**src/rtl/dnsm_pkg.sv**
```systemverilog
package dnsm_pkg;
    localparam int NODE_COUNT = 5;

    typedef struct packed {
        logic any_mis;
        logic loss;
    } mis_verdict_t;

    function automatic int unsigned width_of(input int unsigned maxval);
        int unsigned w;
        w = $clog2(maxval + 1);
        return (w < 1) ? 1 : w;
    endfunction
endpackage

```
**src/rtl/dnsm_edge_window.sv**
```systemverilog
module dnsm_edge_window
    import dnsm_pkg::*;
#(
    parameter int SPIKE_G = 2
) (
    input  logic         clk,
    input  logic         rst,
    input  logic         force_in,
    input  logic         any_mis,
    output mis_verdict_t verdict
);
    localparam int WW = width_of(SPIKE_G);
    localparam int RW = width_of(SPIKE_G + 1);
    localparam logic [WW-1:0] WIN_LOAD = WW'(SPIKE_G);
    localparam logic [RW-1:0] RUN_CAP  = RW'(SPIKE_G + 1);
    localparam logic [RW-1:0] RUN_OK   = RW'(SPIKE_G);

    logic          force_d;
    logic [WW-1:0] win_left;
    logic [RW-1:0] mis_run;
    logic [RW-1:0] run_now;
    logic          edge_seen;
    logic          win_open;

    always_comb begin
        edge_seen = force_in ^ force_d;
        win_open  = edge_seen | (win_left != '0);
        if (!any_mis)
            run_now = '0;
        else if (mis_run == RUN_CAP)
            run_now = mis_run;
        else
            run_now = mis_run + 1'b1;
        verdict.any_mis = any_mis;
        verdict.loss    = any_mis && !(win_open && (run_now <= RUN_OK));
    end

    always_ff @(posedge clk) begin
        if (rst) begin
            force_d  <= 1'b0;
            win_left <= '0;
            mis_run  <= '0;
        end else begin
            force_d <= force_in;
            mis_run <= run_now;
            if (edge_seen)
                win_left <= WIN_LOAD;
            else if (win_left != '0)
                win_left <= win_left - 1'b1;
        end
    end
endmodule

```
**src/rtl/dnsm_lock_tracker.sv**
```systemverilog
module dnsm_lock_tracker
    import dnsm_pkg::*;
#(
    parameter int AGREE_N = 16,
    parameter int DCNT_W  = 16,
    parameter int TLEN_W  = 16
) (
    input  logic              clk,
    input  logic              rst,
    input  mis_verdict_t      verdict,
    output logic              in_sync,
    output logic [DCNT_W-1:0] desync_count,
    output logic [TLEN_W-1:0] transient_len
);
    localparam int AW = width_of(AGREE_N);
    localparam logic [AW-1:0] AGREE_TOP = AW'(AGREE_N);

    logic [AW-1:0] agree_q;
    logic [AW-1:0] agree_nxt;
    logic          sync_nxt;
    logic          first_lock_seen;

    always_comb begin
        if (verdict.any_mis)
            agree_nxt = '0;
        else if (agree_q == AGREE_TOP)
            agree_nxt = agree_q;
        else
            agree_nxt = agree_q + 1'b1;

        if (verdict.loss)
            sync_nxt = 1'b0;
        else if (agree_nxt == AGREE_TOP)
            sync_nxt = 1'b1;
        else
            sync_nxt = in_sync;
    end

    always_ff @(posedge clk) begin
        if (rst) begin
            agree_q         <= '0;
            in_sync         <= 1'b0;
            desync_count    <= '0;
            transient_len   <= '0;
            first_lock_seen <= 1'b0;
        end else begin
            agree_q <= agree_nxt;
            in_sync <= sync_nxt;
            if (verdict.loss && in_sync && (desync_count != '1))
                desync_count <= desync_count + 1'b1;
            if (!first_lock_seen) begin
                if (transient_len != '1)
                    transient_len <= transient_len + 1'b1;
                first_lock_seen <= sync_nxt;
            end
        end
    end
endmodule

```
**src/rtl/dual_net_sync_monitor.sv**
```systemverilog
module dual_net_sync_monitor
    import dnsm_pkg::*;
#(
    parameter int AGREE_N = 16,
    parameter int SPIKE_G = 2,
    parameter int DCNT_W  = 16,
    parameter int TLEN_W  = 16
) (
    input  logic                  clk,
    input  logic                  rst,
    input  logic [NODE_COUNT-1:0] net_a,
    input  logic [NODE_COUNT-1:0] net_b,
    input  logic                  force_in,
    output logic [NODE_COUNT-1:0] mismatch,
    output logic                  in_sync,
    output logic [DCNT_W-1:0]     desync_count,
    output logic [TLEN_W-1:0]     transient_len
);
    logic [NODE_COUNT-1:0] diff_now;
    mis_verdict_t          verdict;

    assign diff_now = net_a ^ net_b;

    always_ff @(posedge clk) begin
        if (rst)
            mismatch <= '0;
        else
            mismatch <= diff_now;
    end

    dnsm_edge_window #(
        .SPIKE_G (SPIKE_G)
    ) u_window (
        .clk      (clk),
        .rst      (rst),
        .force_in (force_in),
        .any_mis  (|diff_now),
        .verdict  (verdict)
    );

    dnsm_lock_tracker #(
        .AGREE_N (AGREE_N),
        .DCNT_W  (DCNT_W),
        .TLEN_W  (TLEN_W)
    ) u_lock (
        .clk           (clk),
        .rst           (rst),
        .verdict       (verdict),
        .in_sync       (in_sync),
        .desync_count  (desync_count),
        .transient_len (transient_len)
    );
endmodule

```
**config.mk**
```make
export PLATFORM = sky130hd
export DESIGN_NAME = dual_net_sync_monitor
export DESIGN_NICKNAME = d
export VERILOG_FILES = /design/src/rtl/dnsm_pkg.sv /design/src/rtl/dnsm_edge_window.sv /design/src/rtl/dnsm_lock_tracker.sv /design/src/rtl/dual_net_sync_monitor.sv
export SDC_FILE = /design/constraint.sdc
export NUM_CORES = 1
export LEC_CHECK = 0
export ABC_AREA = 1
export CAP_MARGIN = 20
export CORE_MARGIN = 1
export CORE_UTILIZATION = 47
export CTS_CLUSTER_SIZE = 40
export DETAILED_ROUTE_END_ITERATION = 12
export PLACE_DENSITY = 0.81
export SKIP_CTS_REPAIR_TIMING = 1
export SYNTH_ARGS = -nofsm -noshare
export SYNTH_HDL_FRONTEND = slang
export SYNTH_SLANG_ARGS = --single-unit
```
**constraint.sdc**
```tcl
create_clock -name clk -period 2.4 [get_ports clk]
set_input_delay 0.24 -clock clk [delete_from_list [all_inputs] [get_ports clk]]
set_output_delay 0.24 -clock clk [all_outputs]
set_load 0.005 [all_outputs]
```
======== Word level (Yosys, flattened, before mapping) ========
Index checks and enable logic that the tools add are counted.
word-level totals
  register bits after elaboration ......... 49
  input bits .............................. 13
  output and inout port bits .............. 38
  word-level logic and storage cells ...... 44
cells by class
  add/sub/neg operators ................... 5
  magnitude comparators ................... 1
  eq/ne operators ......................... 5
  muxes and demuxes ....................... 9
  bitwise operators ....................... 4
  reductions and logical operators ........ 10
operator list
  kind                                                                count
  16-bit by 1-bit adder with 16-bit output, second input constant     2
  16-bit != test, second input constant                               2
  5-bit equality test, second input constant                          2
  5-bit two-way mux                                                   2
  2-bit two-way mux                                                   4
  5-bit by 1-bit adder with 5-bit output, second input constant       1
  5-bit OR reduction                                                  1
  5-bit bitwise XOR                                                   1
  1-bit logical AND                                                   4
  2-bit nonzero test                                                  2
  1-bit two-way mux                                                   3
  2-bit by 1-bit adder with 2-bit output, second input constant       1
  2-bit equality test, second input constant                          1
  2-bit <= comparator, second input constant                          1
  2-bit AND reduction                                                 1
  2-bit OR reduction                                                  1
  2-bit by 1-bit subtractor with 2-bit output, second input constant  1
  1-bit logical NOT                                                   1
  1-bit NOT                                                           1
  1-bit OR                                                            1
  1-bit bitwise XOR                                                   1

======== Longest topological paths before layout ========
Gate-level depths: netlist (run 1).
  word-level depth ........................ 9
  gate-level depth with buffers ........... 13

======== Modules after synthesis ========
From an unflattened synthesis (run 1), not the netlist that was laid out.
unflattened totals
  cell total of the unflattened synthesis .. 398
  area total of the unflattened synthesis .. 2743.9 um2
by module, submodules not included
  module                 instances  cells each  area an instance (um2)  sequential area each (um2)
  dnsm_lock_tracker      1          342         2333.5                  780.7
  dual_net_sync_monitor  1          27          211.5                   100.1
  dnsm_edge_window       1          29          198.9                   100.1

======== Worst setup path after synthesis (run 1) ========
OpenSTA, ideal clock, no wires.
  path type ............................... reg2reg
  from .................................... register u_lock.transient_len[0]
  to ...................................... register u_lock.transient_len[15]
  arrival ................................. 1359 ps
  required time ........................... 2256 ps
  slack ................................... 897 ps
  cell stages (with the launch flop) ...... 10
  buffers on the path ..................... 1
  clock period less this slack ............ 1503 ps
  path through ............................ dfxtp_1 > ha_1 > nand3_1 > nor2_1 > nand3_1 > nand2_1 > inv_2 > buf_6 > nand2_1 > a21oi_1
on the way
  longest elaborated chain between the ends .. 2
  elaborated cells on any way between the ends .. 3
RTL lines
  item                                                                              line                     text
  start, declared                                                                   dnsm_lock_tracker.sv:13  output logic [TLEN_W-1:0] transient_len
  start signal, assigned                                                            dnsm_lock_tracker.sv:53  transient_len <= transient_len + 1'b1;
  branches (longest 2 deep; another with 16-bit by 1-bit adder with 16-bit output)  n/a
Parallel ways; which one is timed is not known.
A chain may end at the register's enable or synchronous reset.

======== Worst setup path in the final report (run 1) ========
  from .................................... register u_lock.desync_count[0]
  to ...................................... register u_lock.desync_count[7]
on the way
  longest elaborated chain between the ends .. 2
  elaborated cells on any way between the ends .. 3
RTL lines
  item                                                                              line                     text
  start, declared                                                                   dnsm_lock_tracker.sv:12  output logic [DCNT_W-1:0] desync_count,
  start signal, assigned                                                            dnsm_lock_tracker.sv:50  desync_count <= desync_count + 1'b1;
  branches (longest 2 deep; another with 16-bit by 1-bit adder with 16-bit output)  n/a
Parallel ways; which one is timed is not known.

==> reports/summary.md, run 1 <==
The flow ran to the end, and the final reports show no timing, DRC or antenna violations. For the net count after synthesis, the log shows 394. The I/O pin count was 51; the overall overflow remaining after global route was 0.

Subtracting the final worst setup slack from the clock period gives 1.83 ns. The number of cells after detailed placement is 491. The initial utilization of the core area, before any placement, comes to 48.8%.

By area the synthesized netlist is led by sky130_fd_sc_hd__dfxtp_1 37%, sky130_fd_sc_hd__nand2_1 14%, sky130_fd_sc_hd__nor2_1 6.6%, sky130_fd_sc_hd__nand3_1 5.4%, sky130_fd_sc_hd__inv_1 5.2%. Across every metal layer, demand over resource in global routing totals 20.0%. Average cell area after synthesis: 7.13 um2.

Number of nets at the end of the flow: 443. Synthesis inferred 49 register bits. The async set or reset register ratio after synthesis was 0%; the total standard cell area after synthesis was 2690 um2. Buffer type at the clock tree root: sky130_fd_sc_hd__clkbuf_8. The die is 77.6 um wide.

After detailed placement, the total cell area comes to 3230 um2. Counting instances in the post-synthesis netlist gives the leading cell types as 102 x sky130_fd_sc_hd__nand2_1, 49 x sky130_fd_sc_hd__dfxtp_1, 47 x sky130_fd_sc_hd__nor2_1, 37 x sky130_fd_sc_hd__inv_1, 29 x sky130_fd_sc_hd__nand3_1. In this run the core area contains 27 standard-cell rows. Power comes to 1.52 mW.

Measured against its own limit, the worst slew margin works out to 66.5%. The largest total area in the synthesized netlist belongs to sky130_fd_sc_hd__dfxtp_1. Of the available clock period, the critical path in the final layout requires 76.3%. The maximum ir drop on the vdd rail was 0.380 mV; the maximum number of pins on one net before global-route repair was 27.

Data on the critical path is required at its endpoint by 2.64 ns. The congestion estimate from routability-driven global placement came to 0.906. The mean number of vias per cell came out at 4.98.

Type of origin of the critical path: a register. The share of synthesized area in the top cell type comes to 36.5%. Synthesis produced a netlist whose cell count is 377. The total via count after detailed routing is 2,481. After the first detailed-routing iteration, the DRC count stood at 100. The logs give 0 for the post-detailed-route count of antenna-violating nets and 5 for the number of buffers created by CTS. The worst hold-check path type was register to register.

Summed over all cells, the static leakage comes to 1.20 nW. For the initial antenna violation count, the log shows 0. The logs give 2 for the maximum root-to-sink buffer count and 36.5% for the share of the yosys chip area belonging to registers. The critical path is of the register to register type. The number of hold violations in the final report was 0. The level count of the clock H-tree is 2, and the total core area is 5510 um2. The overall die height came out at 77.6 um. The number of non-filler instances in the completed layout came out at 498.

In the final timing run, aggregate negative setup slack is 0 ns. Max-cap violations in this run came to 0. Setup violations remaining at the end of the flow were counted as 0. The first-pass GRT wire length is 9.92 mm. The run gives 0 as the max-slew violation total from the final report. The final layout contains routed wiring with a total length of 5.50 mm. The power per cell area is 457 nW/um2, and the sink count of the clock tree is 49. After synthesis, the netlist uses 34 different library cells.

Of all nets on the critical path, the largest fanout is 16. For the area enclosed by the die boundary, the log shows 6020 um2. Based on the critical path, the design can be clocked at up to 546 MHz. For this run, the detailed router's first-pass iteration total came to 4. Summing all non-filler instances in the final layout gives an area of 3330 um2. STA puts the critical path data arrival time at 2.07 ns. Endpoint type of the worst setup path: a register.

The post-route netlist has 9.62% of its cells at a drive strength greater than 1. The main flop type after synthesis was sky130_fd_sc_hd__dfxtp_1. Across all hold checks on the routed design, the worst slack comes to 0.465 ns. During synthesis, Yosys emitted a total of 0 warnings. Share of the core filled with cells in the final layout: 60.5%. Detailed placement ended at an HPWL of 3.96 mm. The number of antenna repair diodes was 0. Clock-pin slew was measured on the worst setup and hold paths at 0.09 ns.

From synthesis to final layout, the design area changed by 24.1%. The number of flops mapped to enable cells by yosys is 0, and the count of buffers inserted at the top-level ports is 50. For the pin with the worst max-slew slack, the measured transition is 0.502 ns. The via count of the first global-routing pass is 2,300, and the slack of the critical path is 0.568 ns. sky130_fd_sc_hd__nand2_1 is the most common cell in the netlist. The tools report the later-pin clock latency in the skew report as 0.30 ns. TritonCTS built the clock tree. Setup repair after global routing left no endpoint under its margin.

The pre-CTS setup slack is 0.471 ns. In the routed design, unresolved DRC markers number 0. The clock arrives with 0.00804 ns of skew.

In the final routed layout, each cell accounts on average for 11.1 um.
## cell usage in the layout, fill, tap and decap left out, types with 2 or more instances in the layout
cell,synthesis,final
sky130_fd_sc_hd__nor2_1,47,47
sky130_fd_sc_hd__nor2_4,2,2
sky130_fd_sc_hd__xor2_1,11,11
sky130_fd_sc_hd__dfxtp_1,49,49
sky130_fd_sc_hd__nand2_1,102,102
sky130_fd_sc_hd__clkdlybuf4s50_1,0,50
sky130_fd_sc_hd__nand3_2,11,11
sky130_fd_sc_hd__o21ai_0,5,5
sky130_fd_sc_hd__nor3_1,6,6
sky130_fd_sc_hd__buf_4,1,3
sky130_fd_sc_hd__nand4_1,7,7
sky130_fd_sc_hd__ha_1,4,4
sky130_fd_sc_hd__a21oi_2,10,10
sky130_fd_sc_hd__nand3_1,29,29
sky130_fd_sc_hd__xnor2_1,11,11
sky130_fd_sc_hd__nand2_4,2,2
sky130_fd_sc_hd__clkbuf_8,0,5
sky130_fd_sc_hd__inv_1,37,37
sky130_fd_sc_hd__a21oi_1,20,20
## where the power goes
| part | internal, mW | total (mW) | switching (mW) | leakage (nW) |
|---|---|---|---|---|
| sequential | 0.829 | 0.839 | 0.0101 | 0.398 |
| combinational | 0.0580 | 0.116 | 0.0580 | 0.753 |
| clock | 0.303 | 0.569 | 0.265 | 0.0540 |
## worst max-delay path: stages (launching register included)
cell,delay [ns]
sky130_fd_sc_hd__dfxtp_1,0.46
sky130_fd_sc_hd__ha_1,0.31
sky130_fd_sc_hd__nand3_2,0.14
sky130_fd_sc_hd__nor2_4,0.17
sky130_fd_sc_hd__nand2_4,0.18
sky130_fd_sc_hd__nand4_4,0.25
sky130_fd_sc_hd__nand2_1,0.11
sky130_fd_sc_hd__a21oi_2,0.14
## final timing paths
kind	startpoint	endpoint	slack, ns	cells past startpoint
worst min-delay path	u_window.mis_run[0]$_SDFF_PP0_	u_window.mis_run[0]$_SDFF_PP0_	0.46	1
worst max-delay path	u_lock.desync_count[0]$_SDFFE_PP0P_	u_lock.desync_count[7]$_SDFFE_PP0P_	0.57	7
worst max register to register	u_lock.desync_count[0]$_SDFFE_PP0P_	u_lock.desync_count[7]$_SDFFE_PP0P_	0.57	7
worst min register to register	u_window.mis_run[0]$_SDFF_PP0_	u_window.mis_run[0]$_SDFF_PP0_	0.46	1
## per-layer routing
| metal | GRT usage, % | vias up | share of wire [%] |
|---|---|---|---|
| met2 | 36.4 | 60 | 49 |
| met4 | 5.09 | 0 | 0.96 |
| li1 | - | 1299 | - |
| met5 | 0 | - | 0 |
| met1 | 23.6 | 1117 | 45 |
| met3 | 4.47 | 5 | 4.5 |
## cells by family after synthesis
kind of cell | share of synthesized area, %
buffers and inverters | 8.06
flip-flops | 36.5
XOR/XNOR | 7.78
AND/OR/NAND/NOR | 36.8
AO/OA/AOI/OAI | 8.99
adder cells (fa/ha/maj) | 1.86
## registers in the layout, indices dropped and copies added (netlist names)
| name | flops |
|---|---|
| u_lock.desync_count | 16 |
| u_lock.transient_len | 16 |
| mismatch | 5 |
| u_lock.agree_q | 5 |
| u_window.mis_run | 2 |
| u_window.win_left | 2 |
| u_lock.first_lock_seen | 1 |
| u_lock.in_sync | 1 |
| u_window.force_d | 1 |
## cell type report
type,count,area (um2)
timing repair buffer,53,523
multi-input combinational,278,1490
clock buffer,5,68.8
sequential,49,981
clock inverter,2,35.0
inverter,39,146
fill,512,2170
tap,72,90.1
Note: power is estimated with default switching activity, not from simulation.
==> run 2, diff against run 1 <==
- PLACE_DENSITY: 0.81 -> 0.84
- clock period: 2.4 -> 1.5 ns (I/O delays scaled with it)
==> run 2 against run 1 <==
Effect of this change: die area unchanged; hold slack got worse by 0.36 ns; final cell count is 5.4% higher; largest cell class unchanged.
==> reports/summary.md, run 2 (synthesis results as in run 1) <==
The power spent charging and discharging nets is 0.627 mW, and the switching share of power is 26.0%. CTS saw 49 sinks. The final setup violation count is 0, and the total internal power is 1.78 mW. Per report_power, the combinational group accounts for 8.7% of the total.

The clock-pin slew of the registers on the worst-case setup and hold paths is 0.11 ns. The starting density of the core is 48.8%, and the maximum number of pins on one net before global-route repair is 36. The number of cells on the critical path is 1, and the logic depth of the worst register-to-register path is 7. The number of buffers and inverters on the critical path is 1. In the final layout, the registers with the most flip-flops are u_lock.desync_count: 16 flops, u_lock.transient_len: 16 flops.

TritonCTS built the clock tree. The total routed wire length on the met1 layer was 3.00 mm; the hold-critical path depth was 3. The number of hold violations in the final report was 0. The met2 routed wirelength is 3.23 mm, and the maximum root-to-sink buffer count is 2. The data required time at the worst endpoint was 1.35 ns.

The leakage power is 1.40 nW, and the final routed wirelength across all metal layers is 6.59 mm. Along the worst path, the maximum fanout reaches 6. The first-pass GRT wire length is 10.7 mm. The H-tree was split into 2 levels. 0 antenna diodes ended up in the layout.

In this run the top signal layer used is met4. Measured along the x axis, the die boundary spans 77.6 um. The HPWL after detailed placement is 4.42 mm.

Power spread over the standard cell area amounts to 652 nW/um2. The sequential share of power is 55.7%, and the area of all placed cells without fillers is 3700 um2. The initial antenna violation count was 0. Once placement finished, the instance area stood at 3430 um2. After detailed routing, the number of vias per cell comes to 5.12.

In the routed design, unresolved DRC markers number 0. STA classifies the critical path startpoint as a register. The average wire per standard cell was 12.6 um; the smallest hold slack was 0.107 ns. The tools report the area enclosed by the die boundary as 6020 um2.

The worst hold-check path type is input port to register. The run gives 0.827 as the placer's final routability congestion estimate. Traced cell by cell, the critical path runs through clkdlybuf4s50_1. Summing over every cut layer, the via total after detailed routing is 2,687. Once detail routing completed, the nets flagged for antenna violations numbered 0. The buffer type at the clock tree root is sky130_fd_sc_hd__clkbuf_8. The run gives 67.1% as the share of the core filled with cells in the final layout.

In the layout the commonest cells are 99 x sky130_fd_sc_hd__nand2_1, 47 x sky130_fd_sc_hd__clkdlybuf4s50_1, 39 x sky130_fd_sc_hd__nor2_1, 37 x sky130_fd_sc_hd__inv_1, 32 x sky130_fd_sc_hd__dfxtp_1. The headroom to the max-slew limit came out at 75.3%. The tools report the via count of the first global-routing pass as 2,587. For this run, the slowest stage of the critical path takes 0.55 ns. Global-route total usage across every layer: 21.6%. The run gives 0 as the max-slew violation total from the final report. After the last flow step, the layout net total stands at 469.

Setup repair after global routing could not meet its margin everywhere. Relative contribution of the clock network to total power: 35.5%. From synthesis to final layout, the design area changed by 37.6%. Data arrives at the worst endpoint at 1.32 ns.

The filler cells instantiated in the layout total 446. The first-pass detailed-route iteration total came out at 4. Start-to-end type of the worst setup path: register to primary output.

In this run, the number of DRC markers left after iteration 0 of detailed routing was 141. Of the available clock period, the critical path in the final layout requires 98.1%. The tools report the row count as 27. The library cell contributing the largest single delay on the critical path is sky130_fd_sc_hd__clkdlybuf4s50_1. The overall overflow remaining after global route is 0. Derived from the worst setup path, the maximum achievable clock frequency is 680 MHz. The flow ran to the end, and the final reports show no timing, DRC or antenna violations. In this run the register-to-register setup slack is 0.05 ns.

The max-cap check violation count came out at 0. For this design the top-level I/O count stands at 51. The overall die height is 77.6 um.

The library cell used most frequently in the layout, excluding fill and tap cells, is sky130_fd_sc_hd__nand2_1. The run gives 0.424 mV as the maximum ir drop on the vdd rail. At the pin with the least slew margin, the transition time is 0.370 ns.

Buffers placed on the I/O ports in this run total 50. The slack of the critical path is 0.0292 ns. The cell family contributing the most delay on the critical path is buffers and inverters. The routed design uses 280 um of met3 wire. Counting the buffers created by CTS gives 5.

The logs give 0.0156 ns for the maximum clock skew at final layout and -0.199 ns for the pre-CTS setup slack. The post-route netlist has 23.2% of its cells at a drive strength greater than 1. The routed design could run at a clock period as short as 1.47 ns. The later pin in the worst-skew pair is clocked with a latency of 0.32 ns.

The core region is 5510 um2. The tools report the endpoint type of the worst setup path as a primary output.
==> run 2: final cells by class <==
type / instances / area, um2 / area share [%]
Multi-Input combinational cell: 279 / 1610 / 43.5
Sequential cell: 49 / 1000 / 27.2
Timing Repair Buffer: 78 / 747 / 20.2
Inverter: 39 / 151 / 4.09
Tap cell: 72 / 90.1 / 2.44
Clock buffer: 5 / 68.8 / 1.86
Clock inverter: 3 / 28.8 / 0.778
==> run 2: power groups by stage <==
stage,combinational [mW],sequential [mW],clock [mW]
global placement,0.199,1.37,0
detailed placement,0.203,1.37,0
floorplan,0.0979,1.37,0
global route,0.236,1.35,0.925
CTS,0.205,1.34,0.876
finish,0.211,1.34,0.856
==> run 2: per-layer routing <==
layer  vias to the layer above  global-route usage (%)
met1                      1231                    27.4
met3                         9                    3.53
li1                       1360                       -
met5                         -                       0
met2                        87                    37.3
met4                         0                    6.79
==> run 2: worst paths after layout <==
path                                            to                                 start
max                                desync_count[7]   u_lock.desync_count[7]$_SDFFE_PP0P_
min                    u_window.force_d$_SDFF_PP0_                              force_in
max reg2reg  u_lock.transient_len[12]$_SDFFE_PP0P_  u_lock.transient_len[0]$_SDFFE_PP0P_
min reg2reg         u_window.mis_run[0]$_SDFF_PP0_        u_window.mis_run[0]$_SDFF_PP0_
==> run 2: stage by stage <==
step / std cells / TNS [ns] / power [mW]
2_1_floorplan: 377 / 0 / 1.47
3_3_place_gp: 514 / -1.97 / 1.57
3_5_place_dp: 514 / -2.98 / 1.57
4_1_cts: 522 / -0.313 / 2.42
5_1_grt: 525 / -0.252 / 2.51
6_report: 525 / 0 / 2.41
==> run 3, diff against run 2 <==
- PLACE_DENSITY: 0.84 -> 0.81
- clock period: 1.5 -> 1.4 ns (I/O delays scaled with it)
==> run 3 against run 2 <==
Effect of this change: the flow now finishes with violations (setup timing); clock power grew 26%; hold slack better by 0.0012 ns; count of clock-buffer cells in the layout rose by 2; non-clock buffer count rose by 25; wire length rose by 35%; cell area up 16%; total power up 16%; via count rose by 14%; critical path depth increased by 8; die area stayed put; register-to-register slack got worse by 0.17 ns; clock skew decreased by 0.00064 ns.
==> reports/summary.md, run 3 (synthesis results as in run 1) <==
Max-slew violation total from the final report: 0. The flop-to-flop setup slack is -0.12 ns, and the count of buffers inserted at the top-level ports is 50. The achievable clock frequency came out at 659 MHz. The via count of the first global-routing pass is 2,621, and the data required time at the worst endpoint is 1.61 ns.

The smallest hold slack is 0.108 ns. The net count of the finished layout is 496. Row count: 27. The worst register-to-register path begins at u_lock.transient_len[0]$_SDFFE_PP0P_. In this run the worst hold path is classified as input port to register. Across the VDD grid, the largest voltage drop is 0.468 mV. The register cell area after layout is 1040 um2. The worst hold path terminates at u_window.force_d$_SDFF_PP0_.

The final routed wirelength across all metal layers is 8.89 mm. The worst setup path is launched from a register. In this run the critical register-to-register path is captured at u_lock.transient_len[3]$_SDFFE_PP0P_. Including well taps, the total number of placed cells is 528. The critical path in this run is classified as register to register.

The final setup violation count was 23. The global-route total usage across every layer is 23.0%. For the pin with the worst max-slew slack, the measured transition is 0.504 ns.

The logs give 19 for the maximum number of pins on one net before global-route repair and 5 for the first-pass detailed-route iteration total. In the finished design, the share of the clock period the worst path needs comes to 108%. The met2 demand-to-capacity share in global routing was 41.8%; the initial antenna violation count was 0. For this design the ratio of total power to cell area is 651 nW/um2.

Along the worst hold path, the cell count comes to 3. The library cell used most frequently in the layout, excluding fill and tap cells, is sky130_fd_sc_hd__nand2_1. The clock period minus worst slack is 1.52 ns, and the DRC marker count from the first detailed-route iteration is 209.

For the worst-skew pair, the clock arrives at the later sink with an insertion delay of 0.32 ns. The share of layout cells above drive strength 1 is 43.3%. In the final layout, the multi-input gates occupy 1890 um2. The floorplan step defined a die boundary enclosing 6020 um2. The finished layout holds 552 standard cells, fillers aside. The die span in x is 77.6 um.

Dividing the detail-routed via count by the number of cells gives 5.53. The average wire per standard cell was 16.1 um. For met1 alone, demand over resource in global routing was 26.5%. In this run the remaining antenna-violating nets after routing total 0. The first-pass GRT wire length was 11.2 mm.

For this run the aggregate overflow at the end of global routing stands at 0. Clock tree synthesis inserted a total of 5 buffers. The tools report the headroom to the max-slew limit as 66.3%. Overall die height: 77.6 um. The flow ran to the end, but the final reports show violations. The tools report the share of the core filled with cells in the final layout as 78.1%. The placed standard-cell area was 3540 um2; the area added between synthesis and finish was 60.0%. TritonCTS built the clock tree.

The logs give -0.116 ns for the slack of the critical path and 1.73 ns for the critical path arrival. The finished cells cover 4300 um2. The worst setup path is captured at a register.

Summed over all nets, the half-perimeter wirelength after detailed placement is 4.91 mm. The number of hold violations in the final report came out at 0. In the final layout, the registers with the most flip-flops are u_lock.desync_count: 16 flops, u_lock.transient_len: 16 flops. The initial utilization of the core area, before any placement, comes to 48.8%. Power after layout: 2.80 mW. For the number of design rule violations left after detail routing, the log shows 0.

The clock-pin slew of the registers on the worst-case setup and hold paths is 0.10 ns. The congestion estimate from routability-driven global placement came to 0.873. The tree built by TritonCTS fans out to 49 sinks. Of all nets on the critical path, the largest fanout is 5.

The layout has 362 filler cells. The worst hold path begins at force_in. In this run the deepest clock path goes through 2 buffers. The number of antenna repair diodes is 0, and the max-cap check violation count is 0. The total via count after detailed routing came out at 3,055. The layer with the highest usage after global routing is met2. The final reports fail on setup timing. In this run the static leakage power is 1.87 nW.

For the maximum clock skew at final layout, the log shows 0.0150 ns. For the worst flop-to-flop path, the logic depth is 9. In this run the clock root is driven by a sky130_fd_sc_hd__clkbuf_8. Setup repair after global routing could not meet its margin everywhere. The run gives 5510 um2 as the total core area. The run gives 2 as the level count of the clock H-tree.

I/O pin count: 51. The run gives 4.82% as the met3 usage in global routing. In the layout the commonest cells are 79 x sky130_fd_sc_hd__nand2_1, 47 x sky130_fd_sc_hd__buf_4, 33 x sky130_fd_sc_hd__inv_1, 33 x sky130_fd_sc_hd__nor2_1, 30 x sky130_fd_sc_hd__clkdlybuf4s50_1.
## run 3: changes by cell type in the layout (fill, tap and decap cells not counted), sizes merged, moves of 2 or more
cell           previous run  this run
clkdlybuf4s50            47        30
clkbuf                    5         8
inv                      40        38
dlymetal6s2s              3        20
buf                      28        52
## run 3: where the power goes
group          switching, mW  internal [mW]  total [mW]
sequential            0.0225           1.41        1.43
combinational          0.142          0.142       0.284
clock                  0.496          0.583        1.08
total                  0.661           2.14        2.80
## run 3: stage by stage
stage	setup TNS (ns)	setup WS, ns
6_report	-1.03	-0.116
5_1_grt	-3.06	-0.179
4_1_cts	-1.24	-0.0854
3_5_place_dp	-5.13	-0.281
3_3_place_gp	-3.86	-0.206
2_1_floorplan	0	0.00544
## run 3: final cells by class
cell class / instances / area share, %
clock buffer: 7 / 2.01
clock inverter: 1 / 0.699
inverter: 39 / 3.58
multi-input combinational: 279 / 43.9
sequential: 49 / 24.2
tap: 72 / 2.10
timing repair buffer: 103 / 23.1
timing repair inverter: 2 / 0.378
## run 3: worst max path at each step
stage / start / end / slack (ns) / depth (start not counted)
detailed placement: net_b[2] / u_lock.desync_count[7]$_SDFFE_PP0P_ / -0.28 / 10
floorplan: u_lock.transient_len[0]$_SDFFE_PP0P_ / u_lock.transient_len[15]$_SDFFE_PP0P_ / 0.005 / 9
CTS: u_lock.transient_len[1]$_SDFFE_PP0P_ / u_lock.transient_len[6]$_SDFFE_PP0P_ / -0.09 / 9
finish: u_lock.transient_len[0]$_SDFFE_PP0P_ / u_lock.transient_len[3]$_SDFFE_PP0P_ / -0.12 / 9
global route: u_lock.transient_len[0]$_SDFFE_PP0P_ / u_lock.transient_len[3]$_SDFFE_PP0P_ / -0.18 / 9
global placement: net_a[2] / u_lock.desync_count[5]$_SDFFE_PP0P_ / -0.21 / 10
## run 3: critical path, stage by stage (launching register included)
cell and delay (ns):
sky130_fd_sc_hd__dfxtp_2 0.37, sky130_fd_sc_hd__ha_4 0.16, sky130_fd_sc_hd__nand3_4 0.09, sky130_fd_sc_hd__nor2_4 0.13, sky130_fd_sc_hd__nand3_2 0.10, sky130_fd_sc_hd__nand2_4 0.15
sky130_fd_sc_hd__buf_6 0.15, sky130_fd_sc_hd__nor2_4 0.04, sky130_fd_sc_hd__o21ai_2 0.14, sky130_fd_sc_hd__nor2_1 0.07
## run 3: layer usage
layer	vias to the layer above	wire, um
li1	1408	-
met1	1471	3440
met5	-	0
met2	151	4710
met3	25	545
met4	0	201
